File: src/rtl/rst_seq_pkg.sv
package rst_seq_pkg;

  typedef enum logic [1:0] {
    ST_IDLE         = 2'd0,
    ST_IN_RESET     = 2'd1,
    ST_BUSY_RECOVER = 2'd2,
    ST_WAIT_ACCESS  = 2'd3
  } seq_state_e;

  function automatic int max_of4(input int a, input int b, input int c, input int d);
    int m;
    m = a;
    if (b > m) m = b;
    if (c > m) m = c;
    if (d > m) m = d;
    return m;
  endfunction

  function automatic int width_for(input int n);
    return (n < 2) ? 1 : $clog2(n + 1);
  endfunction

endpackage

File: src/rtl/rst_pin_filter.sv
module rst_pin_filter #(
  parameter int SYNC_STAGES = 2,
  parameter int MIN_PULSE   = 16
) (
  input  logic clk,
  input  logic por_n,
  input  logic pin_n,
  output logic rst_qual,
  output logic rst_rise
);
  import rst_seq_pkg::*;

  localparam int CW = width_for(MIN_PULSE);
  localparam logic [CW-1:0] SAT = CW'(MIN_PULSE);

  logic [SYNC_STAGES-1:0] sync_q;
  logic                   pin_s;
  logic [CW-1:0]          low_cnt;
  logic                   qual_d;

  // synchroniser chain, idles at the inactive (high) level
  always_ff @(posedge clk or negedge por_n) begin
    if (!por_n) begin
      sync_q <= '1;
    end else begin
      sync_q[0] <= pin_n;
      for (int i = 1; i < SYNC_STAGES; i++) sync_q[i] <= sync_q[i-1];
    end
  end

  assign pin_s = sync_q[SYNC_STAGES-1];

  // saturating count of consecutive low samples
  always_ff @(posedge clk or negedge por_n) begin
    if (!por_n)              low_cnt <= '0;
    else if (pin_s)          low_cnt <= '0;
    else if (low_cnt != SAT) low_cnt <= low_cnt + 1'b1;
  end

  assign rst_qual = (low_cnt == SAT);

  always_ff @(posedge clk or negedge por_n) begin
    if (!por_n) qual_d <= 1'b0;
    else        qual_d <= rst_qual;
  end

  assign rst_rise = rst_qual & ~qual_d;

  // a released pin withdraws the qualified reset on the next cycle
  p_release_drops_qual_r1: assert property (@(posedge clk) disable iff (!por_n)
    $rose(pin_s) |=> !rst_qual);

  // acceptance only ever follows a low sample
  p_accept_after_low_r1: assert property (@(posedge clk) disable iff (!por_n)
    $rose(rst_qual) |-> $past(!pin_s));

endmodule

File: src/rtl/rst_delay_counter.sv
module rst_delay_counter #(
  parameter int W = 8
) (
  input  logic         clk,
  input  logic         por_n,
  input  logic         load,
  input  logic [W-1:0] load_val,
  output logic         expired
);
  logic [W-1:0] cnt;

  always_ff @(posedge clk or negedge por_n) begin
    if (!por_n)         cnt <= '0;
    else if (load)      cnt <= load_val;
    else if (cnt != '0) cnt <= cnt - 1'b1;
  end

  assign expired = (cnt == '0);

endmodule

File: src/rtl/rst_seq_fsm.sv
module rst_seq_fsm #(
  parameter int T_READY = 1000,
  parameter int T_RB    = 2,
  parameter int T_RP    = 25,
  parameter int T_RH    = 3
) (
  input  logic clk,
  input  logic por_n,
  input  logic rst_qual,
  input  logic rst_rise,
  input  logic algo_busy,
  output logic abort_pulse,
  output logic force_read_mode,
  output logic bus_ignore,
  output logic rb_drive_low,
  output logic access_en
);
  import rst_seq_pkg::*;

  localparam int TMAX = max_of4(T_READY, T_RB, T_RP, T_RH);
  localparam int CW   = width_for(TMAX);
  localparam logic [CW-1:0] LD_READY = CW'(T_READY - 1);
  localparam logic [CW-1:0] LD_RB    = CW'(T_RB - 1);
  localparam logic [CW-1:0] LD_RP    = CW'(T_RP - 1);
  localparam logic [CW-1:0] LD_RH    = CW'(T_RH - 1);

  seq_state_e    state_q, state_d;
  logic          was_busy_q;
  logic          capture;
  logic          cnt_load;
  logic [CW-1:0] cnt_val;
  logic          expired;

  rst_delay_counter #(.W(CW)) u_timer (
    .clk      (clk),
    .por_n    (por_n),
    .load     (cnt_load),
    .load_val (cnt_val),
    .expired  (expired)
  );

  always_comb begin
    state_d  = state_q;
    cnt_load = 1'b0;
    cnt_val  = '0;
    capture  = 1'b0;
    if (rst_rise && state_q != ST_IN_RESET) begin
      state_d  = ST_IN_RESET;
      cnt_load = 1'b1;
      cnt_val  = algo_busy ? LD_READY : LD_RP;
      capture  = 1'b1;
    end else begin
      unique case (state_q)
        ST_IN_RESET: begin
          if (expired) begin
            if (was_busy_q) begin
              state_d  = ST_BUSY_RECOVER;
              cnt_load = 1'b1;
              cnt_val  = LD_RB;
            end else if (!rst_qual) begin
              state_d  = ST_WAIT_ACCESS;
              cnt_load = 1'b1;
              cnt_val  = LD_RH;
            end
          end
        end
        ST_BUSY_RECOVER: if (expired && !rst_qual) state_d = ST_IDLE;
        ST_WAIT_ACCESS:  if (expired) state_d = ST_IDLE;
        default: ;
      endcase
    end
  end

  always_ff @(posedge clk or negedge por_n) begin
    if (!por_n) begin
      state_q    <= ST_IDLE;
      was_busy_q <= 1'b0;
    end else begin
      state_q <= state_d;
      if (capture) was_busy_q <= algo_busy;
    end
  end

  assign abort_pulse     = rst_rise && (state_q != ST_IN_RESET);
  assign force_read_mode = (state_q == ST_IN_RESET);
  assign bus_ignore      = rst_qual || (state_q == ST_IN_RESET);
  assign rb_drive_low    = (state_q == ST_IN_RESET) && was_busy_q;
  assign access_en       = (state_q == ST_IDLE);

  // abort lasts a single cycle
  p_abort_one_cycle_r2: assert property (@(posedge clk) disable iff (!por_n)
    abort_pulse |=> !abort_pulse);

  // read-array mode is forced right after an abort
  p_abort_forces_read_r3: assert property (@(posedge clk) disable iff (!por_n)
    abort_pulse |=> force_read_mode);

  // no access while a qualified reset is present
  p_no_access_in_reset_r8: assert property (@(posedge clk) disable iff (!por_n)
    rst_qual |=> !access_en);

  // release of ready/busy is followed by a recovery gap, not access
  p_recover_gap_r6: assert property (@(posedge clk) disable iff (!por_n)
    $fell(rb_drive_low) |-> !access_en);

  // the hold phase only runs with the pin released
  p_hold_after_release_r7: assert property (@(posedge clk) disable iff (!por_n)
    (state_q == ST_WAIT_ACCESS) |-> (!rst_qual || rst_rise));

endmodule

File: src/rtl/rst_ready_seq.sv
module rst_ready_seq #(
  parameter int SYNC_STAGES = 2,
  parameter int MIN_PULSE   = 16,
  parameter int T_READY     = 1000,
  parameter int T_RB        = 2,
  parameter int T_RP        = 25,
  parameter int T_RH        = 3
) (
  input  logic clk,
  input  logic por_n,
  input  logic reset_pin_n,
  input  logic algo_busy,
  output logic abort_pulse,
  output logic force_read_mode,
  output logic bus_ignore,
  output logic rb_drive_low,
  output logic access_en
);
  logic rst_qual;
  logic rst_rise;

  rst_pin_filter #(
    .SYNC_STAGES (SYNC_STAGES),
    .MIN_PULSE   (MIN_PULSE)
  ) u_filter (
    .clk      (clk),
    .por_n    (por_n),
    .pin_n    (reset_pin_n),
    .rst_qual (rst_qual),
    .rst_rise (rst_rise)
  );

  rst_seq_fsm #(
    .T_READY (T_READY),
    .T_RB    (T_RB),
    .T_RP    (T_RP),
    .T_RH    (T_RH)
  ) u_fsm (
    .clk             (clk),
    .por_n           (por_n),
    .rst_qual        (rst_qual),
    .rst_rise        (rst_rise),
    .algo_busy       (algo_busy),
    .abort_pulse     (abort_pulse),
    .force_read_mode (force_read_mode),
    .bus_ignore      (bus_ignore),
    .rb_drive_low    (rb_drive_low),
    .access_en       (access_en)
  );

  // ready/busy is only pulled while read mode is forced
  p_rb_inside_reset_r5: assert property (@(posedge clk) disable iff (!por_n)
    rb_drive_low |-> (force_read_mode && bus_ignore && !access_en));

endmodule

File: config.mk
export PLATFORM = sky130hd
export DESIGN_NAME = rst_ready_seq
export DESIGN_NICKNAME = d
export VERILOG_FILES = /design/src/rtl/rst_seq_pkg.sv /design/src/rtl/rst_pin_filter.sv /design/src/rtl/rst_delay_counter.sv /design/src/rtl/rst_seq_fsm.sv /design/src/rtl/rst_ready_seq.sv
export SDC_FILE = /design/constraint.sdc
export NUM_CORES = 1
export LEC_CHECK = 0
export ABC_CLOCK_PERIOD_IN_PS = 2500
export BUFFER_PORTS_ARGS = -buffer_cell sky130_fd_sc_hd__buf_4
export CORE_AREA = 2 2 47 49
export DETAILED_ROUTE_END_ITERATION = 10
export DIE_AREA = 0 0 49 51
export PLACE_DENSITY_LB_ADDON = 0.15
export SLEW_MARGIN = 15
export SYNTH_ARGS = -nofsm -noshare
export SYNTH_HDL_FRONTEND = slang
export SYNTH_SLANG_ARGS = --single-unit
File: constraint.sdc
create_clock -name clk -period 2.5 [get_ports clk]
set_input_delay 0.25 -clock clk [delete_from_list [all_inputs] [get_ports clk]]
set_output_delay 0.25 -clock clk [all_outputs]
set_load 0.01 [all_outputs]
==> impl_metrics.tcl, run 1 <==
set metrics [dict create \
    result_of_the_run "finished, final reports clean" \
    gpl.final_weighted_congestion 0.812 \
    grt_max_degree 22 \
    period_needed_ns 1.94 \
    syn2layout_area_growth_pct 12.6 \
    cts_sinks 21 \
    inserted_diodes 0 \
    finalSetupViolations 0 \
    vdd.ir_drop.worst_mv 0.305 \
    cts_max_level 1 \
    setup.worst_path.start_class "register" \
    critical-path-slowest-cell "nor4_1" \
    cts_buffers 3 \
    final.period_utilization_pct 77.7 \
    synth.area.mux_share_pct 0 \
    grt_antenna_before_repair 0 \
    floorplan.die_area_mm2 0.00250 \
    p_leak_nw 0.533 \
    post-dp-hpwl_mm 1.41 \
    placed_cell_area_mm2 0.00116 \
    synthXorXnorAreaFrac_pct 9.09 \
    layout_cells_sized_above_1_pct 18.6 \
    complex_gate_fraction_of_the_synthesized_area_pct 12.4 \
    ys_warn_count 0 \
    adder_and_majority_cell_fraction_of_the_synthesized_area_pct 4.72 \
    clk_transition_reported_paths_ns 0.12 \
    critical_path_arrival_ns 2.13 \
    chipHeight_um 51 \
    globalRouteTotalUtil_pct 18.0 \
    grt_first_pass_wirelength_mm 3.39 \
    timing.final.hold_violations 0 \
    nFillCells 191 \
    clock_latency_ns 0.31 \
    num_io_pins 9 \
    post-layout-total-power_uw 633 \
    drtAntennaViolNets 0 \
    synth_area_mm2 0.00106 \
    hold_class "in -> reg" \
    synthesized_netlist_net_count 113 \
    cts_tree "yes" \
    cp_slowest_stage_delay_ns 0.46 \
    route.detailed.vias_per_inst 5.55 \
    timing.slew.headroom_pct 69.8 \
    r2r_setup_slack_ns 0.56 \
    timing.clock.skew_ns 0.00646 \
    grt_overflow 0 \
    report.final.slew_viol_count 0 \
    utilization_pct 57.9 \
    ys_seq_elements 21 \
    route.detailed.wl_per_inst_um 13.8 \
    max_cap_violations 0 \
    synth_ff_type "dfrtp_1" \
    clock_tree.buffer_depth 2 \
    tightestPinTransition_ns 0.449 \
    vias_in_the_first_global_route 772 \
    worst-setup-path-type "reg -> reg" \
    clock_tree.root_cell "clkbuf_4" \
    postSynthAreaPerCell_um2 10.1 \
    setup-tns-final_ns 0 \
    vias 811 \
    critPathCaptureType "register" \
    cts_resized 0 \
    io_buffers 8 \
    synthDistinctLibCells 33 \
    final_net_count 127 \
    start_util_pct 51.4 \
    post_route_drc 0 \
    setup_repair_after_global_routing_missed_its_margin "false" \
    routed_wirelength_mm 2.01 \
    final_area_mm2 0.00119 \
    path_cells "nor4_1 > nand4_1 > a211oi_1 > o211a_1 > a311oi_2" \
    combinational_family_with_the_most_area_after_synthesis "simple AND/OR/NAND/NOR gates" \
    power-per-cell-area_mw_per_mm2 530 \
    synth_seq_area_share_pct 49.8 \
    syn_inst 105 \
    iteration_0_drc_markers 17 \
    drt_first_pass_iters 4 \
    synth_simple_gate_area_share_pct 20.2 \
    worst_ep_required_time_ns 2.68 \
    floorplan.core_area_mm2 0.00206 \
    asr_flop_ratio_synth_pct 100 \
    synth_enable_flop_cells 0 \
    max_freq_mhz 515 \
    critical_path_peak_fanout 5 \
    die-width_um 49 \
    rows 17 \
]
## cell usage after synthesis, types with 2 or more instances
cell type | count | area, um2
ha_1 | 4 | 50.1
nand2_1 | 7 | 26.3
dfstp_2 | 2 | 52.6
nor3_1 | 6 | 30.0
xnor2_1 | 6 | 52.6
nand4_1 | 2 | 12.5
a21oi_1 | 3 | 15.0
dfrtp_1 | 19 | 475
o21ai_0 | 8 | 40.0
o22ai_1 | 2 | 12.5
inv_1 | 6 | 22.5
nand3_1 | 5 | 25.0
xor2_1 | 5 | 43.8
nor2_1 | 11 | 41.3
## kinds of logic after synthesis
| family | after synthesis |
|---|---|
| adder cells (fa/ha/maj) | 4 |
| AND/OR/NAND/NOR | 40 |
| XOR/XNOR | 11 |
| flip-flops | 21 |
| buffers and inverters | 9 |
| AO/OA/AOI/OAI | 20 |
## worst paths after layout
| check | cells past startpoint | start | end |
|---|---|---|---|
| max | 5 | u_fsm.u_timer.cnt[6] | u_fsm.u_timer.cnt[0] |
| max reg2reg | 5 | u_fsm.u_timer.cnt[6] | u_fsm.u_timer.cnt[0] |
| min reg2reg | 0 | u_filter.sync_q[0] | u_filter.sync_q[1] |
| max in group asynchronous | 2 | por_n | u_filter.sync_q[0] |
| min | 1 | reset_pin_n | u_filter.sync_q[0] |
| min in group asynchronous | 2 | por_n | u_fsm.u_timer.cnt[5] |
## sequential cells by signal, summed over array words and instances, names as in the netlist
register and count:
u_filter.qual_d 1, u_fsm.was_busy_q 1, u_fsm.state_q 2, u_fsm.u_timer.cnt 10, u_filter.low_cnt 5, u_filter.sync_q 2
## critical path, delay by kind of cell (launching register included)
kind               cells  cell delay [ns]
and+or+nand+nor        2             0.79
AOI/OAI and AO/OA      3             0.60
DFF                    1             0.42
## placed cells by master, fill, tap and decap left out, drive strengths merged, types with 2 or more instances in the layout
master / count
a21oi: 3
buf: 9
clkbuf: 4
dfrtp: 19
dfstp: 2
ha: 4
inv: 7
nand2: 9
nand3: 5
nand4: 2
nor2: 11
nor3: 6
o21ai: 8
o22ai: 2
xnor2: 6
xor2: 5
## per-stage QoR
step                std cells  hold slack (ns)  setup slack (ns)
global placement          141            0.147             0.655
floorplan                 105          -0.0456             0.724
CTS                       146           0.0350             0.553
global route              146           0.0228             0.395
detailed placement        141            0.151             0.612
finish                    146           0.0359             0.557
## report_power, final
part           leakage, nW  internal, mW  switching (mW)  total, mW
registers            0.244         0.370          0.0343      0.404
clock network       0.0150        0.0623           0.104      0.166
logic                0.274        0.0332          0.0290     0.0622
total                0.533         0.466           0.167      0.633
## layer usage
layer	wire length [um]	global-route usage, %	up-vias
met5	0	0	-
met3	63	2.63	5
met4	44	10.0	0
met1	985	22.9	391
met2	914	29.7	20
li1	-	-	395
## area by class of cell
class | count | area [um2] | share of cell area, %
multi-input combinational | 75 | 492 | 41.2
sequential | 21 | 528 | 44.2
tap | 28 | 35.0 | 2.94
inverter | 8 | 35.0 | 2.94
timing repair buffer | 10 | 77.6 | 6.50
clock buffer | 4 | 26.3 | 2.20
## what timing repair did
action	CTS	global route
hold endpoints to repair	19	0
hold buffers	1	0
buffers inserted	0	0
(Power assumes the default switching activity.)
==> run 2: changes to the inputs <==
- ABC_AREA: default -> 1
- ABC_CLOCK_PERIOD_IN_PS: 2500 -> 1800
- CORE_AREA: 2 2 47 49 -> 2 2 50 52
- DIE_AREA: 0 0 49 51 -> 0 0 52 54
- clock period: 2.5 -> 1.8 ns (I/O delays scaled with it)
==> impl_metrics.tcl, run 2 <==
set metrics [dict create \
    synth_simple_gate_area_share_pct 31.2 \
    syn2layout_area_growth_pct 20.9 \
    complex_gate_fraction_of_the_synthesized_area_pct 8.78 \
    start_util_pct 54.0 \
    synth_enable_flop_cells 0 \
    num_io_pins 9 \
    synthDistinctLibCells 25 \
    clock_tree.buffer_depth 2 \
    io_buffers 8 \
    worst_ep_required_time_ns 1.62 \
    asr_flop_ratio_synth_pct 100 \
    nFillCells 194 \
    report.final.slew_viol_count 0 \
    timing.clock.skew_ns 0.00273 \
    yosys.cell_count.top_type "nand2_1" \
    clock_latency_ns 0.30 \
    cts_buffers 3 \
    grt_antenna_before_repair 0 \
    finalSetupViolations 0 \
    worst-setup-path-type "reg -> out" \
    met3_usage_pct 3.89 \
    share_clk_of_total_power_pct 22.2 \
    synth_seq_area_share_pct 42.1 \
    synthesized_netlist_net_count 173 \
    timing.critical_path.mode_cell "inv_2" \
    fraction_of_power_consumed_by_combinational_cells_pct 23.5 \
    max_cap_violations 0 \
    tightestPinTransition_ns 0.327 \
    synth_ff_type "dfrtp_1" \
    die-width_um 52 \
    netlist.top_cell.by_area "dfrtp_1" \
    netlist.area_leader.share_pct 37.9 \
    power.share.sequential_pct 54.3 \
    hold_class "in -> reg" \
    largest_register_ffs 10 \
    cp.buffers_inverters 3 \
    adder_and_majority_cell_fraction_of_the_synthesized_area_pct 3.99 \
    final_net_count 198 \
    power_switching_uw 337 \
    clock_tree.root_cell "clkbuf_4" \
    post_synth_main_area_contributors "dfrtp_1 (38%), nand2_1 (8.7%), inv_1 (7.8%), nor2_1 (7.8%), nand3_1 (7.2%)" \
    cts_sinks 21 \
    cellInternalPower_uw 707 \
    power-per-cell-area_mw_per_mm2 689 \
    vias_in_the_first_global_route 1053 \
    synthXorXnorAreaFrac_pct 4.89 \
    post-dp-hpwl_mm 1.91 \
    p_leak_nw 0.790 \
    inserted_diodes 0 \
    timing.slew.headroom_pct 78.1 \
    cts_max_level 1 \
    combinational_family_with_the_most_area_after_synthesis "simple AND/OR/NAND/NOR gates" \
    layout_cells_sized_above_1_pct 20.6 \
    grtUsageMet1_pct 24.4 \
    ys_seq_elements 21 \
    clk_transition_reported_paths_ns 0.12 \
    critical_path_arrival_ns 1.60 \
    utilization_pct 65.3 \
    cp_top_family "flip-flops" \
    rows 18 \
    setup.worst_path.start_class "register" \
    setup_repair_after_global_routing_missed_its_margin "true" \
    route.detailed.wl_per_inst_um 12.6 \
    layout.cells.most_common_list "nand2_1 (26), nor2_1 (26), inv_1 (23)" \
    floorplan.core_area_mm2 0.00232 \
    vias 1143 \
    chipHeight_um 54 \
    drtAntennaViolNets 0 \
    grt_first_pass_wirelength_mm 4.36 \
    routed_wirelength_mm 2.76 \
    critical_path_peak_fanout 4 \
    route.detailed.vias_per_inst 5.22 \
    post_route_drc 0 \
    period_needed_ns 1.78 \
    gpl.final_weighted_congestion 0.889 \
    timing.final.hold_violations 0 \
    final.period_utilization_pct 98.8 \
    grt_max_degree 22 \
    post-layout-total-power_mw 1.04 \
    vdd.ir_drop.worst_mv 0.596 \
    synth.area.mux_share_pct 0 \
    synth_area_mm2 0.00125 \
    globalRouteTotalUtil_pct 21.5 \
    grt_overflow 0 \
    ys_warn_count 0 \
    iteration_0_drc_markers 25 \
    cp_slowest_stage_delay_ns 0.43 \
    yosys-top-cells-count "nand2_1 (29), inv_1 (26), nor2_1 (26), dfrtp_1 (19), nand3_1 (18)" \
    groute.layer.met2.usage_pct 38.8 \
    max_flop_register "u_fsm.u_timer.cnt" \
    swShare_pct 32.3 \
    critPathCaptureType "primary output" \
    max_freq_mhz 562 \
    grt-busiest-layer "met2" \
    multi_input_area_um2 652 \
    path_cells "inv_2 > ha_4 > nand2_2 > inv_2 > nand2_4 > nor3_4 > buf_6" \
    floorplan.die_area_mm2 0.00281 \
    postSynthAreaPerCell_um2 7.60 \
    syn_inst 165 \
    result_of_the_run "finished, final reports clean" \
    critical-path-slowest-cell "dfrtp_1" \
    reg_top3 "u_fsm.u_timer.cnt x10, u_filter.low_cnt x5" \
    register_area_um2 528 \
    drt_first_pass_iters 4 \
    cts_tree "yes" \
]
-- run 2: per-stage QoR --
step	worst slack [ns]	std cells	setup TNS [ns]	instance area [um2]	hold WS (ns)
3_5_place_dp	0.0403	205	0	1360	0.0799
4_1_cts	0.00787	211	0	1410	0.160
6_report	0.0214	219	0	1520	0.182
2_1_floorplan	0.185	165	0	1250	-0.116
5_1_grt	-0.0559	219	-0.181	1520	0.191
3_3_place_gp	0.157	205	0	1360	0.0766
-- run 2: cells by family (layout without fill, tap and decap cells) --
| group | after synthesis | in the layout |
|---|---|---|
| flip-flops | 21 | 21 |
| adder cells (fa/ha/maj) | 4 | 4 |
| AND/OR/NAND/NOR | 85 | 85 |
| buffers and inverters | 28 | 52 |
| AO/OA/AOI/OAI | 20 | 20 |
| XOR/XNOR | 7 | 7 |
-- run 2: layer usage --
metal | vias to the layer above | wire length (um)
met2 | 18 | 1460
met4 | 0 | 44
li1 | 571 | -
met1 | 550 | 1190
met3 | 4 | 71
met5 | - | 0
-- run 2: path summary, 6_finish.rpt --
kind | slack [ns] | endpoint | start | depth (start not counted)
setup / recovery | 0.02 | abort_pulse | u_filter.low_cnt[0] | 7
max in group asynchronous | 1.25 | u_filter.sync_q[1] | por_n | 2
hold reg to reg | 0.36 | u_filter.sync_q[1] | u_filter.sync_q[0] | 0
setup reg to reg | 0.08 | u_fsm.u_timer.cnt[7] | u_filter.low_cnt[0] | 11
hold / removal | 0.18 | u_fsm.was_busy_q | algo_busy | 3
min in group asynchronous | 0.27 | u_fsm.u_timer.cnt[5] | por_n | 2
-- run 2: cell type report --
| type | count | share of cell area (%) |
|---|---|---|
| inverters | 27 | 6.85 |
| well taps | 30 | 2.48 |
| clock buffers | 3 | 1.49 |
| flip-flops and latches | 21 | 34.8 |
| repair buffers | 21 | 11.0 |
| clock inverters | 1 | 0.330 |
| multi-input cells | 116 | 43.0 |
-- run 2: timing repair --
action | 4_1_cts | 5_1_grt
buffers inserted | 0 | 8
resized for setup | 0 | 14
hold buffers | 2 | 0
endpoints found under the setup margin | 0 | 11
endpoints found under the hold margin | 22 | 0
-- run 2: power groups by stage --
stage          logic (mW)  clock network (mW)  registers (mW)
4_1_cts             0.229               0.245           0.568
6_report            0.245               0.232           0.567
3_3_place_gp        0.221                   0           0.575
2_1_floorplan       0.177                   0           0.564
3_5_place_dp        0.223                   0           0.577
5_1_grt             0.287               0.254           0.575
-- run 2: worst register-to-register path: cells and delay by family, from the launching register on --
family	cells	cell delay, ns
adder cells (fa/ha/maj)	1	0.12
buffers and inverters	3	0.36
flip-flops	1	0.43
AND/OR/NAND/NOR	7	0.75
